[src/rtl/wdt_seqlock.sv]
module wdt_seqlock #(
  parameter int CW    = 32,
  parameter int PTV_W = 3,
  parameter int AW    = 4
) (
  input  logic          clk,
  input  logic          rst_n,
  input  logic          ref_tick,
  input  logic          bus_wr,
  input  logic [AW-1:0] bus_addr,
  input  logic [31:0]   bus_wdata,
  output logic [31:0]   bus_rdata,
  output logic          irq,
  output logic          rst_req
);

  localparam int DIV_W = (1 << PTV_W) - 1;
  localparam int NSYNC = 3;

  localparam logic [AW-1:0] A_CTRL  = AW'(0);
  localparam logic [AW-1:0] A_PRESC = AW'(1);
  localparam logic [AW-1:0] A_COUNT = AW'(2);
  localparam logic [AW-1:0] A_START = AW'(3);
  localparam logic [AW-1:0] A_KICK  = AW'(4);
  localparam logic [AW-1:0] A_KEY   = AW'(5);
  localparam logic [AW-1:0] A_PEND  = AW'(6);
  localparam logic [AW-1:0] A_CMP   = AW'(7);
  localparam logic [AW-1:0] A_STAT  = AW'(8);
  localparam logic [AW-1:0] A_IEN   = AW'(9);

  localparam logic [CW-1:0] K_RUN1  = CW'(16'hBBBB);
  localparam logic [CW-1:0] K_RUN2  = CW'(16'h4444);
  localparam logic [CW-1:0] K_HALT1 = CW'(16'hAAAA);
  localparam logic [CW-1:0] K_HALT2 = CW'(16'h5555);

  typedef enum logic [1:0] {KS_IDLE, KS_RUN1, KS_HALT1} kst_t;

  logic                        clr;
  logic                        srst_q;
  logic [NSYNC-1:0]            pend;
  logic [NSYNC-1:0]            apply;
  logic [NSYNC-1:0][CW-1:0]    stage;
  logic [CW-1:0]               load_q, kick_q, cnt_q, cmp_q, cnt_nxt;
  logic [PTV_W-1:0]            ptv_q;
  logic                        pre_en_q;
  logic [DIV_W-1:0]            div_q, div_mask, one_sh;
  logic                        run_q;
  kst_t                        kst_q;
  logic [1:0]                  stat_q, ien_q;
  logic                        rst_req_q;
  logic                        cnt_tick, wrap, kick_fire, ovf_evt, cmp_evt;
  logic                        presc_wr;

  assign clr = srst_q;

  always_ff @(posedge clk or negedge rst_n)
    if (!rst_n)   srst_q <= 1'b0;
    else if (clr) srst_q <= 1'b0;
    else          srst_q <= bus_wr && bus_addr == A_CTRL && bus_wdata[0];

  localparam logic [NSYNC*AW-1:0] SYNC_ADDR = {A_KEY, A_KICK, A_START};

  for (genvar g = 0; g < NSYNC; g++) begin : g_post
    logic [1:0]    pc;
    logic [CW-1:0] st;
    logic          acc;
    assign acc = bus_wr && bus_addr == SYNC_ADDR[g*AW +: AW] && pc == 2'd0;
    always_ff @(posedge clk or negedge rst_n)
      if (!rst_n) begin
        pc <= 2'd0;
        st <= '0;
      end else if (clr) begin
        pc <= 2'd0;
        st <= '0;
      end else if (acc) begin
        pc <= 2'd2;
        st <= bus_wdata[CW-1:0];
      end else if (pc != 2'd0) begin
        pc <= pc - 2'd1;
      end
    assign pend[g]  = pc != 2'd0;
    assign apply[g] = pc == 2'd1;
    assign stage[g] = st;

    a_r5_ignore_pending: assert property (@(posedge clk) disable iff (!rst_n || clr)
      (bus_wr && bus_addr == SYNC_ADDR[g*AW +: AW] && pend[g]) |=> $stable(st));
    a_r4_pend_hold: assert property (@(posedge clk) disable iff (!rst_n || clr)
      $rose(pend[g]) |=> pend[g]);
    a_r4_pend_clear: assert property (@(posedge clk) disable iff (!rst_n)
      $rose(pend[g]) |-> ##2 !pend[g]);
  end

  always_ff @(posedge clk or negedge rst_n)
    if (!rst_n)        load_q <= '0;
    else if (clr)      load_q <= '0;
    else if (apply[0]) load_q <= stage[0];

  assign kick_fire = apply[1] && stage[1] != kick_q;

  always_ff @(posedge clk or negedge rst_n)
    if (!rst_n)        kick_q <= '0;
    else if (clr)      kick_q <= '0;
    else if (apply[1]) kick_q <= stage[1];

  always_ff @(posedge clk or negedge rst_n)
    if (!rst_n) begin
      kst_q <= KS_IDLE;
      run_q <= 1'b0;
    end else if (clr) begin
      kst_q <= KS_IDLE;
      run_q <= 1'b0;
    end else if (apply[2]) begin
      unique case (kst_q)
        KS_IDLE:
          if (stage[2] == K_RUN1)       kst_q <= KS_RUN1;
          else if (stage[2] == K_HALT1) kst_q <= KS_HALT1;
        KS_RUN1: begin
          kst_q <= KS_IDLE;
          if (stage[2] == K_RUN2) run_q <= 1'b1;
        end
        KS_HALT1: begin
          kst_q <= KS_IDLE;
          if (stage[2] == K_HALT2) run_q <= 1'b0;
        end
        default: kst_q <= KS_IDLE;
      endcase
    end

  assign presc_wr = bus_wr && bus_addr == A_PRESC;

  always_ff @(posedge clk or negedge rst_n)
    if (!rst_n) begin
      ptv_q    <= '0;
      pre_en_q <= 1'b0;
    end else if (clr) begin
      ptv_q    <= '0;
      pre_en_q <= 1'b0;
    end else if (presc_wr) begin
      ptv_q    <= bus_wdata[PTV_W-1:0];
      pre_en_q <= bus_wdata[PTV_W];
    end

  assign one_sh   = DIV_W'(1) << ptv_q;
  assign div_mask = one_sh - 1'b1;

  always_ff @(posedge clk or negedge rst_n)
    if (!rst_n)                            div_q <= '0;
    else if (clr || presc_wr || !run_q)    div_q <= '0;
    else if (ref_tick && pre_en_q)         div_q <= (div_q == div_mask) ? '0 : div_q + 1'b1;

  assign cnt_tick = run_q && ref_tick && (!pre_en_q || div_q == div_mask);
  assign wrap     = cnt_tick && cnt_q == '1;
  assign cnt_nxt  = wrap ? load_q : cnt_q + 1'b1;
  assign ovf_evt  = wrap && !kick_fire;
  assign cmp_evt  = cnt_tick && !kick_fire && cnt_nxt == cmp_q;

  always_ff @(posedge clk or negedge rst_n)
    if (!rst_n)         cnt_q <= '0;
    else if (clr)       cnt_q <= '0;
    else if (kick_fire) cnt_q <= load_q;
    else if (cnt_tick)  cnt_q <= cnt_nxt;

  always_ff @(posedge clk or negedge rst_n)
    if (!rst_n)   rst_req_q <= 1'b0;
    else if (clr) rst_req_q <= 1'b0;
    else          rst_req_q <= ovf_evt;

  always_ff @(posedge clk or negedge rst_n)
    if (!rst_n) begin
      cmp_q <= '0;
      ien_q <= '0;
    end else if (clr) begin
      cmp_q <= '0;
      ien_q <= '0;
    end else if (bus_wr) begin
      if (bus_addr == A_CMP) cmp_q <= bus_wdata[CW-1:0];
      if (bus_addr == A_IEN) ien_q <= bus_wdata[1:0];
    end

  always_ff @(posedge clk or negedge rst_n)
    if (!rst_n)   stat_q <= '0;
    else if (clr) stat_q <= '0;
    else          stat_q <= (stat_q & ~((bus_wr && bus_addr == A_STAT) ? bus_wdata[1:0] : 2'b00))
                            | {cmp_evt, ovf_evt};

  assign irq     = |(stat_q & ien_q);
  assign rst_req = rst_req_q;

  always_comb
    case (bus_addr)
      A_CTRL:  bus_rdata = 32'(srst_q);
      A_PRESC: bus_rdata = 32'({pre_en_q, ptv_q});
      A_COUNT: bus_rdata = 32'(cnt_q);
      A_START: bus_rdata = 32'(load_q);
      A_KICK:  bus_rdata = 32'(kick_q);
      A_PEND:  bus_rdata = 32'(pend);
      A_CMP:   bus_rdata = 32'(cmp_q);
      A_STAT:  bus_rdata = 32'(stat_q);
      A_IEN:   bus_rdata = 32'(ien_q);
      default: bus_rdata = '0;
    endcase

  a_r6_reset_when_running: assert property (@(posedge clk) disable iff (!rst_n)
    rst_req |-> $past(run_q));
  a_r6_reload_value: assert property (@(posedge clk) disable iff (!rst_n)
    rst_req |-> cnt_q == $past(load_q));
  a_r2_stopped_holds: assert property (@(posedge clk) disable iff (!rst_n || clr)
    (!run_q && !kick_fire) |=> $stable(cnt_q));
  a_r9_w1c: assert property (@(posedge clk) disable iff (!rst_n || clr)
    (bus_wr && bus_addr == A_STAT && bus_wdata[0] && !ovf_evt) |=> !stat_q[0]);
  a_r11_self_clear: assert property (@(posedge clk) disable iff (!rst_n)
    srst_q |=> !srst_q && cnt_q == '0 && !run_q);

endmodule

[config.mk]
export PLATFORM = sky130hd
export DESIGN_NAME = wdt_seqlock
export DESIGN_NICKNAME = d
export VERILOG_FILES = /design/src/rtl/wdt_seqlock.sv
export SDC_FILE = /design/constraint.sdc
export NUM_CORES = 1
export LEC_CHECK = 0
export ABC_AREA = 1
export BUFFER_PORTS_ARGS = -buffer_cell sky130_fd_sc_hd__buf_2
export CAP_MARGIN = 10
export CELL_PAD_IN_SITES_DETAIL_PLACEMENT = 1
export CELL_PAD_IN_SITES_GLOBAL_PLACEMENT = 2
export CORE_ASPECT_RATIO = 0.5
export CORE_MARGIN = 1.5
export CORE_UTILIZATION = 35
export DETAILED_ROUTE_END_ITERATION = 8
export PLACE_DENSITY_LB_ADDON = 0.1
export SYNTH_ARGS = -nofsm -noshare
export SYNTH_HDL_FRONTEND = slang
export SYNTH_SLANG_ARGS = --single-unit
export TNS_END_PERCENT = 5
[constraint.sdc]
create_clock -name clk -period 3.2 [get_ports clk]
set_input_delay 0.16 -clock clk [delete_from_list [all_inputs] [get_ports clk]]
set_output_delay 0.16 -clock clk [all_outputs]
set_load 0.05 [all_outputs]
==> flow_metrics.py, run 1 <==
metrics = {
    "run": {
        "cap_viol_max_count": 0,
    },
    "sta": {
        "hold_viol": 0,
        "fmax_ghz": 0.3283,
        "worst_slew_pin_slew_ns": 0.8223,
        "clock_skew_ns": 0.01543,
        "rsz0062_at_grt": "yes",
        "period_needed_ns": 3.046,
        "finalMaxSlewViolations": 0,
        "timing.hold.ws_ns": 0.01022,
        "fin_crit_sh": 0.9519,
        "setup_viol": 0,
        "max_slew_margin": 0.4518,
    },
    "global_route": {
        "grt.overflow.total": 0,
        "grtUsageTotal": 0.3040,
        "antenna_found_initial": 3,
        "grt_max_degree": 87,
        "grt_pass1_wl_mm": 89.78,
        "first_global_vias": 13770,
    },
    "routing": {
        "post_drt_wl_per_cell_um": 24.81,
        "wl_mm": 60.76,
        "drt_iter0_drc": 1373,
        "ant_nets": 0,
        "route.detailed.drc": 0,
        "vias": 13583,
        "viasPerCell": 5.546,
        "drt_pass1_iterations": 5,
    },
    "setup_path": {
        "cp_num_buf_inv": 2,
        "worstRegToRegCells": 24,
        "crit_top_cell": "nand2_1",
        "path_delay_family": "simple AND/OR/NAND/NOR gates",
        "rr_endpoint": "stat_q[1]",
        "cp.arrival_ns": 3.55,
        "worstPathRequired_ns": 3.70,
        "path_cells": "nor2_2, nand2_2, ha_4, nand2_2, nand2_1, nand2_1, nor2_1, nand3_1, nor2_2, nand2_2, nand2_4, nand3_4, buf_8, nand2_4, nand2_2, nand2_1, nand2_1, inv_1, nand2_1, nor2_2, nand2_1, nor2_1, nand3_2, a21oi_2",
        "cp.depth": 24,
        "critPathKind": "reg2reg",
        "slowest_stage": "dfrtp_1",
        "start_kind": "flip-flop",
        "path_max_fanout": 8,
        "r2r_slack_ns": 0.15,
        "r2r-start": "ptv_q[1]",
        "worstSetupEndpointType": "flip-flop",
        "max_stage_delay_ns": 0.42,
    },
    "floorplan": {
        "initial_core_util": 0.3609,
        "io_pins": 74,
        "core-area_um2": 37970,
        "dieHeight_um": 142.9,
        "die_width_um": 282.8,
        "row_count": 50,
        "dieArea_um2": 40420,
    },
    "cts": {
        "ctsRootBufferMaster": "clkbuf_16",
        "cts_tree": "done",
        "clkLatencyLatePin_ns": 0.58,
        "htreeDepth": 1,
        "cts_buffers": 27,
        "clkSinkCount": 250,
        "path_clk_slew_ns": 0.07,
        "cts_buffer_depth": 3,
    },
    "synth": {
        "synth_edf_count": 0,
        "yosysSeqAreaShare": 0.4565,
        "ys_ff_latch": 250,
        "synthArstFlopShare": 1.000,
        "synth_nets": 1869,
        "ys.flop_type": "dfrtp_1",
        "synth_area_um2": 13700,
        "synth.distinct_cells": 45,
        "avgSynthCellArea_um2": 7.530,
        "ys_warn_count": 0,
        "synthCells": 1820,
    },
    "pwr": {
        "leakage_nw": 7.542,
        "p_per_area_nw_per_um2": 854.4,
        "vdd_drop_max_mv": 0.4138,
    },
    "run_status": {
        "outcome": "finished, final reports clean",
    },
    "cells_and_area": {
        "fin_nets": 1957,
        "final_common_cell": "nand2_1",
        "fill_cells": 4690,
        "final_cells": 2449,
        "layout-drive-gt1-share": 0.1229,
        "syn_to_final_growth_pct": 17.43,
        "mostFrequentLayoutCells": "nand2_1 (443), dfrtp_1 (249), o21ai_0 (235), inv_1 (222), nor2_1 (148)",
        "diodes": 0,
        "final_area_um2": 16090,
    },
    "hold_path": {
        "min_to": "cmp_q[7]",
        "whs_path_depth": 3,
        "worstHoldStart": "bus_wdata[7]",
        "hold_class": "in2reg",
    },
    "place": {
        "gp_congestion": 0.9378,
        "dpl_cell_area_um2": 14890,
        "place_inst": 2382,
        "dp_hpwl_mm": 44.21,
        "port_buffers": 73,
    },
}
logic make-up after synthesis:
kind of cell               synth area share
buffers and inverters               0.09203
xor gates and xnor gates            0.03323
and+or+nand+nor                      0.2506
DFF                                  0.4565
AOI/OAI and AO/OA                    0.1546
adders and majority gates          0.008217
muxes                              0.004839
state kept, by name, indices dropped and copies added, names as in the netlist:
signal     count
rst_req        1
kst_q          2
load_q        32
g_post.st     96
clr            1
div_q          7
run_q          1
g_post.pc      6
cnt_q         32
kick_q        32
stat_q         2
ptv_q          3
cmp_q         32
ien_q          2
pre_en_q       1
synth_stat cells (all sizes together), types with 3 or more instances:
cell type / n / area [um^2]
dfrtp: 250 / 6256
nand3b: 3 / 22.52
xnor2: 20 / 175.2
nand2: 455 / 1725
o2111ai: 7 / 61.31
inv: 231 / 867.1
nand4: 54 / 352.8
xor2: 32 / 280.3
nand3: 86 / 442.9
a21oi: 51 / 255.2
nor3: 21 / 131.4
o21ai: 240 / 1201
mux2: 5 / 56.30
buf: 27 / 146.4
o31ai: 6 / 45.04
nor2: 158 / 619.3
clkinv: 3 / 11.26
nor4: 18 / 112.6
ha: 9 / 112.6
o22ai: 44 / 275.3
o32ai: 23 / 201.4
clkbuf: 63 / 236.5
what timing repair did:
| item | 4_1_cts | 5_1_grt |
|---|---|---|
| hold endpoints to repair | 90 | 0 |
| gates resized for setup | 0 | 24 |
| setup buffers | 0 | 5 |
| setup endpoints to repair | 0 | 1 |
| hold buffers | 9 | 0 |
worst register-to-register path: cells and delay by family, from the launching register on:
family,cells,cell delay [ns]
DFF,1,0.42
and+or+nand+nor,20,1.86
adders and majority gates,1,0.28
AOI/OAI and AO/OA,1,0.14
buffers and inverters,2,0.28
worst max path at each step:
stage                   from         to  slack, ns
floorplan           ptv_q[1]  cnt_q[21]       0.61
global placement    ptv_q[1]  stat_q[1]       0.22
detailed placement  ptv_q[1]  stat_q[1]       0.03
CTS                 ptv_q[1]  stat_q[1]       0.01
global route        ptv_q[1]  stat_q[1]      -0.06
finish              ptv_q[1]  stat_q[1]       0.15
metal layers:
metal	vias to the layer above	global-route usage	wire length (um)	share of wire
li1	6163	-	-	-
met1	6889	0.4669	29350	0.48
met2	481	0.4249	24650	0.41
met3	50	0.08639	6058	0.10
met4	0	0.04222	699	0.012
met5	-	0	0	0
cell type report:
class                           count  area (um^2)  share of cell area
Clock buffer                       37        773.2             0.04805
Clock inverter                     13        132.6            0.008241
Inverter                          234        878.3             0.05458
Multi-Input combinational cell   1246         6275              0.3899
Sequential cell                   250         6257              0.3888
Tap cell                          520        650.6             0.04043
Timing Repair Buffer              149         1126             0.06997
per-stage QoR:
step / TNS [ns] / utilization / total power [mW] / setup slack [ns]
after floorplan: 0 / - / 8.088 / 0.6055
after global placement: 0 / 0.3921 / 10.05 / 0.2169
after detailed placement: 0 / 0.3921 / 10.24 / 0.03347
after CTS: 0 / 0.4184 / 13.62 / 0.01471
after global routing: -0.06236 / 0.4238 / 14.58 / -0.06236
final: 0 / 0.4238 / 13.75 / 0.1538
where the power goes:
part / internal [mW] / switching, mW
combinational: 1.72 / 3.63
sequential: 4.15 / 0.926
clock: 1.86 / 1.46
total: 7.73 / 6.02
Power figures use the tool's default switching activity.
==> inputs of run 2 (changes only) <==
Settings changed: CELL_PAD_IN_SITES_GLOBAL_PLACEMENT 2 to 1.
==> run 2 against run 1 <==
Non-clock buffer count down 1. Critical path depth is 7 lower. Register-to-register slack improved by 0.04 ns. Via count up 1.1%. Cell area shrank 0.35%. Hold slack better by 0.0079 ns. Sequential cell count unchanged. Die area unchanged. Global-route usage decreased by 0.27 points. Clock power fell by 3%. Combinational power increased by 1%. Clock-buffer cell count down 1. Critical endpoint unchanged.
==> flow_metrics.py, run 2 (same netlist as run 1, synthesis figures left out) <==
metrics = {
    "cells_and_area": {
        "multiInputGateArea_um2": 6276,
        "final_common_cell": "nand2_1",
        "fill_cells": 4725,
        "ff_latch_area_um2": 6257,
        "fin_nets": 1956,
        "largest_reg_flops": 96,
        "final_cells": 2449,
        "final_core_util": 0.4223,
        "mostFrequentLayoutCells": "nand2_1 (446), dfrtp_1 (249), o21ai_0 (235), inv_1 (224), nor2_1 (149)",
        "syn_to_final_growth_pct": 17.02,
        "top_register": "g_post.st",
        "layout-drive-gt1-share": 0.1195,
    },
    "sta": {
        "fmax_ghz": 0.3327,
        "max_slew_margin": 0.4251,
        "fin_crit_sh": 0.9394,
        "setup_viol": 0,
        "period_needed_ns": 3.006,
        "finalMaxSlewViolations": 0,
        "worst_slew_pin_slew_ns": 0.8623,
        "hold_viol": 0,
        "clock_skew_ns": 0.01275,
        "rsz0062_at_grt": "yes",
    },
    "global_route": {
        "grt_util_met1": 0.4580,
        "use_met3": 0.08246,
        "grt_pass1_wl_mm": 89.13,
        "grt_max_degree": 94,
        "first_global_vias": 13742,
        "grt.overflow.total": 0,
        "grt_busiest_layer": "met1",
        "use_met2": 0.4265,
        "antenna_found_initial": 2,
        "grtUsageTotal": 0.3013,
    },
    "setup_path": {
        "start_kind": "flip-flop",
        "worstPathRequired_ns": 3.70,
        "r2r-start": "cnt_q[0]",
        "crit_end": "stat_q[1]",
        "cp.arrival_ns": 3.51,
        "critPathKind": "reg2reg",
        "path_max_fanout": 3,
        "slowest_stage": "dfrtp_1",
        "rr_endpoint": "stat_q[1]",
        "startpoint": "cnt_q[0]",
        "path_cells": "ha_1, nand3_1, nor2_1, nand2_1, nor2_1, nand3b_1, nor2_1, nand3_1, nand2_1, nand2_1, nand2_1, o21ai_1, nor2_1, nand3_2, nor2_1, nand3_1, a21oi_2",
        "cp_num_buf_inv": 0,
        "cp.depth": 17,
        "crit_top_cell": "nor2_1",
        "path_delay_family": "simple AND/OR/NAND/NOR gates",
        "worstRegToRegCells": 17,
        "r2r_slack_ns": 0.19,
        "max_stage_delay_ns": 0.36,
        "worstSetupEndpointType": "flip-flop",
    },
    "floorplan": {
        "core-area_um2": 37970,
        "die_width_um": 282.8,
        "row_count": 50,
        "io_pins": 74,
        "initial_core_util": 0.3609,
        "dieHeight_um": 142.9,
        "dieArea_um2": 40420,
    },
    "routing": {
        "vias": 13730,
        "drt_pass1_iterations": 5,
        "route.detailed.drc": 0,
        "drt_iter0_drc": 1325,
        "viasPerCell": 5.606,
        "post_drt_wl_per_cell_um": 24.55,
        "ant_nets": 0,
        "wl_mm": 60.12,
    },
    "hold_path": {
        "hold_class": "in2reg",
    },
    "cts": {
        "htreeDepth": 1,
        "ctsRootBufferMaster": "clkbuf_16",
        "clkSinkCount": 250,
        "cts_tree": "done",
        "cts_buffers": 26,
        "cts_buffer_depth": 3,
        "path_clk_slew_ns": 0.07,
        "clkLatencyLatePin_ns": 0.58,
    },
    "place": {
        "port_buffers": 73,
        "dp_hpwl_mm": 44.90,
        "gp_congestion": 0.9581,
        "place_inst": 2387,
    },
    "run_status": {
        "outcome": "finished, final reports clean",
    },
    "pwr": {
        "vdd_drop_max_mv": 0.4143,
        "p_per_area_nw_per_um2": 853.4,
        "leakage_nw": 7.517,
    },
    "run": {
        "cap_viol_max_count": 0,
    },
}
[run 2: repair_timing]
item,4_1_cts,5_1_grt
setup buffers,0,2
gates resized for setup,0,16
endpoints found under the setup margin,0,30
endpoints found under the hold margin,90,0
hold buffers,7,0
[run 2: worst min-delay path by stage]
stage                        from  slack (ns)  cells after the start          endpoint
detailed placement          rst_n        0.27                      1  g_post[2].st[16]
finish               bus_wdata[1]        0.02                      5          ien_q[1]
global route         bus_wdata[1]        0.03                      5          ien_q[1]
CTS                 bus_wdata[12]       0.003                      3         cmp_q[12]
global placement            rst_n        0.27                      1  g_post[2].st[17]
floorplan                   rst_n       -0.14                      0               clr
[run 2: stage by stage]
| stage | worst slack (ns) | hold WS, ns | TNS (ns) | power [mW] | instance area (um^2) |
|---|---|---|---|---|---|
| final | 0.1938 | 0.01808 | 0 | 13.69 | 16040 |
| after global placement | 0.09770 | 0.2746 | 0 | 10.06 | 14930 |
| after CTS | 0.05018 | 0.003209 | 0 | 13.54 | 15880 |
| after global routing | -0.05294 | 0.02562 | -0.08791 | 14.52 | 16030 |
| after detailed placement | 0.09249 | 0.2687 | 0 | 10.27 | 14930 |
| after floorplan | 0.6055 | -0.1356 | 0 | 8.088 | 13700 |
[run 2: layout make-up]
| cell class | count | share of cell area |
|---|---|---|
| clock buffer | 36 | 0.04666 |
| clock inverter | 10 | 0.008114 |
| timing repair buffer | 148 | 0.06772 |
| sequential | 250 | 0.3902 |
| antenna | 4 | 0.0006242 |
| multi-input combinational | 1247 | 0.3914 |
| inverter | 234 | 0.05477 |
| tap | 520 | 0.04057 |
[run 2: per-layer routing]
layer  wire length (um)  part of all wire
met1              28890              0.48
met2              24270              0.40
met3               6024              0.10
met4                940             0.016
met5                  0                 0
[run 2: power by group]
| group | total, mW | leakage [nW] | switching [mW] | internal, mW |
|---|---|---|---|---|
| combinational | 5.40 | 3.80 | 3.67 | 1.73 |
| sequential | 5.06 | 3.28 | 0.907 | 4.15 |
| clock | 3.22 | 0.428 | 1.42 | 1.80 |
| total | 13.7 | 7.52 | 6.00 | 7.69 |
[run 2: tightest hold or removal path: cells and delay by family]
family                 cells  cell delay (ns)
AND/OR/NAND/NOR            2             0.19
buffers and inverters      2             0.13
AO/OA/AOI/OAI              1             0.07
==> inputs of run 3 (changes only) <==
Settings changed: RECOVER_POWER from default to 100.
==> run 3 against run 2 <==
The flow now finishes with violations (max-capacitance violations, max-slew violations). Clock skew barely moved. Critical path depth fell by 6. Routed wire length barely moved. Core utilization fell by 0.19 points. First-iteration DRC count rose by 0.75%. Sequential share of layout area rose by 0.17 points. Power fell by 0.17%. Final cell count did not move. Clock power barely moved. Sequential cell count did not move. Register-to-register slack barely moved. Via count fell by 0.97%. Largest power group unchanged.
==> flow_metrics.py, run 3 (same netlist as run 1, synthesis figures left out) <==
metrics = {
    "setup_path": {
        "cp.arrival_ns": 2.94,
        "worstRegToRegCells": 6,
        "path_max_fanout": 28,
        "start_kind": "input port",
        "cp_num_buf_inv": 6,
        "path_cells": "dlygate4sd3_1, buf_2, nor2_1, inv_1, nor2_1, clkbuf_1, inv_2, o22ai_1, a21oi_1, o21ai_0, buf_2",
        "worstPathRequired_ns": 3.04,
        "critPathKind": "in2out",
        "max_stage_delay_ns": 0.54,
        "cp.depth": 11,
        "path_delay_family": "buffers and inverters",
        "slowest_stage": "dlygate4sd3_1",
        "worstSetupEndpointType": "output port",
    },
    "sta": {
        "fmax_ghz": 0.3226,
        "rsz0062_at_grt": "yes",
        "timing.hold.ws_ns": 0.02346,
        "worst_slew_pin_slew_ns": 2.756,
        "hold_viol": 0,
        "setup_viol": 0,
        "finalMaxSlewViolations": 92,
        "period_needed_ns": 3.100,
        "tns_ns": 0,
        "fin_crit_sh": 0.9688,
        "max_slew_margin": -0.8375,
        "clock_skew_ns": 0.01299,
        "setup_ws_ns": 0.09978,
    },
    "cts": {
        "cts_buffers": 26,
        "ctsRootBufferMaster": "clkbuf_16",
        "clkLatencyLatePin_ns": 0.58,
        "htreeDepth": 1,
        "cts_tree": "done",
        "clkSinkCount": 250,
        "path_clk_slew_ns": 0.07,
        "cts_buffer_depth": 3,
    },
    "global_route": {
        "first_global_vias": 13742,
        "antenna_found_initial": 2,
        "grt_max_degree": 94,
        "grtUsageTotal": 0.3013,
        "grt_pass1_wl_mm": 89.13,
        "grt.overflow.total": 0,
    },
    "routing": {
        "wl_mm": 60.17,
        "viasPerCell": 5.552,
        "drt_pass1_iterations": 5,
        "drt_iter0_drc": 1335,
        "route.detailed.drc": 0,
        "post_drt_wl_per_cell_um": 24.57,
        "vias": 13597,
        "ant_nets": 0,
    },
    "place": {
        "dpl_cell_area_um2": 14930,
        "place_inst": 2387,
        "port_buffers": 73,
        "gp_congestion": 0.9581,
        "dp_hpwl_mm": 44.90,
        "place_ws_ns": 0.09249,
    },
    "cells_and_area": {
        "fill_cells": 4736,
        "largest_reg_flops": 96,
        "multiInputGateArea_um2": 6264,
        "top_register": "g_post.st",
        "ff_latch_area_um2": 6257,
        "layout-drive-gt1-share": 0.1143,
        "final_area_um2": 15970,
        "final_core_util": 0.4204,
        "final_common_cell": "nand2_1",
        "syn_to_final_growth_pct": 16.50,
        "mostFrequentLayoutCells": "nand2_1 (446), dfrtp_1 (249), o21ai_0 (235), inv_1 (224), nor2_1 (150)",
        "fin_nets": 1956,
        "final_cells": 2449,
    },
    "floorplan": {
        "initial_core_util": 0.3609,
        "io_pins": 74,
        "die_width_um": 282.8,
        "dieArea_um2": 40420,
        "dieHeight_um": 142.9,
        "row_count": 50,
        "core-area_um2": 37970,
    },
    "hold_path": {
        "whs_path_depth": 5,
        "hold_class": "in2reg",
    },
    "pwr": {
        "p_per_area_nw_per_um2": 855.8,
        "power.total_mw": 13.66,
        "vdd_drop_max_mv": 0.4148,
        "leakage_nw": 7.469,
    },
    "run_status": {
        "violations": "max-capacitance violations, max-slew violations",
        "outcome": "finished with violations",
    },
    "run": {
        "cap_viol_max_count": 1,
    },
}
[run 3: cell count changes in the layout (fill, tap and decap cells not counted), sizes merged]
| cell | change |
|---|---|
| clkbuf | +14 |
| buf | -14 |
[run 3: routing by layer]
metal | GRT usage | up-vias | wire length, um
met1 | 0.4580 | 6936 | 29290
met3 | 0.08246 | 52 | 5645
met5 | 0 | - | 0
met2 | 0.4265 | 450 | 24350
li1 | - | 6159 | -
met4 | 0.04869 | 0 | 891
[run 3: worst reg2reg max path: stages (launching register included)]
cell and delay (ns):
dfrtp_1 0.36, inv_1 0.09, ha_1 0.17, clkbuf_2 0.61, or2_0 1.19, buf_4 0.36
o21ai_0 0.09
[run 3: cell type report]
type / instances / area share
clock inverters: 10 / 0.008150
repair buffers: 148 / 0.06434
inverters: 234 / 0.05502
diodes: 4 / 0.0006270
clock buffers: 36 / 0.04687
flip-flops and latches: 250 / 0.3919
multi-input cells: 1247 / 0.3923
well taps: 520 / 0.04075
[run 3: where the power goes]
part	leakage (nW)	internal, mW	switching [mW]
clock	0.428	1.80	1.41
combinational	3.76	1.72	3.67
sequential	3.28	4.16	0.907
[run 3: worst paths after layout]
check	start	end	slack (ns)
max	bus_addr[2]	bus_rdata[7]	0.1
min reg2reg	g_post[0].st[23]	g_post[0].st[23]	0.49
min	bus_wdata[1]	ien_q[1]	0.02
max reg2reg	g_post[1].pc[1]	kick_q[16]	0.19
min in group asynchronous	rst_n	g_post[2].st[19]	0.98
max in group asynchronous	rst_n	cnt_q[15]	0.45
[run 3: what timing repair did]
action	CTS	global route
setup endpoints to repair	0	30
resized for setup	0	16
hold buffers	7	0
buffers inserted	0	2
hold endpoints to repair	90	0
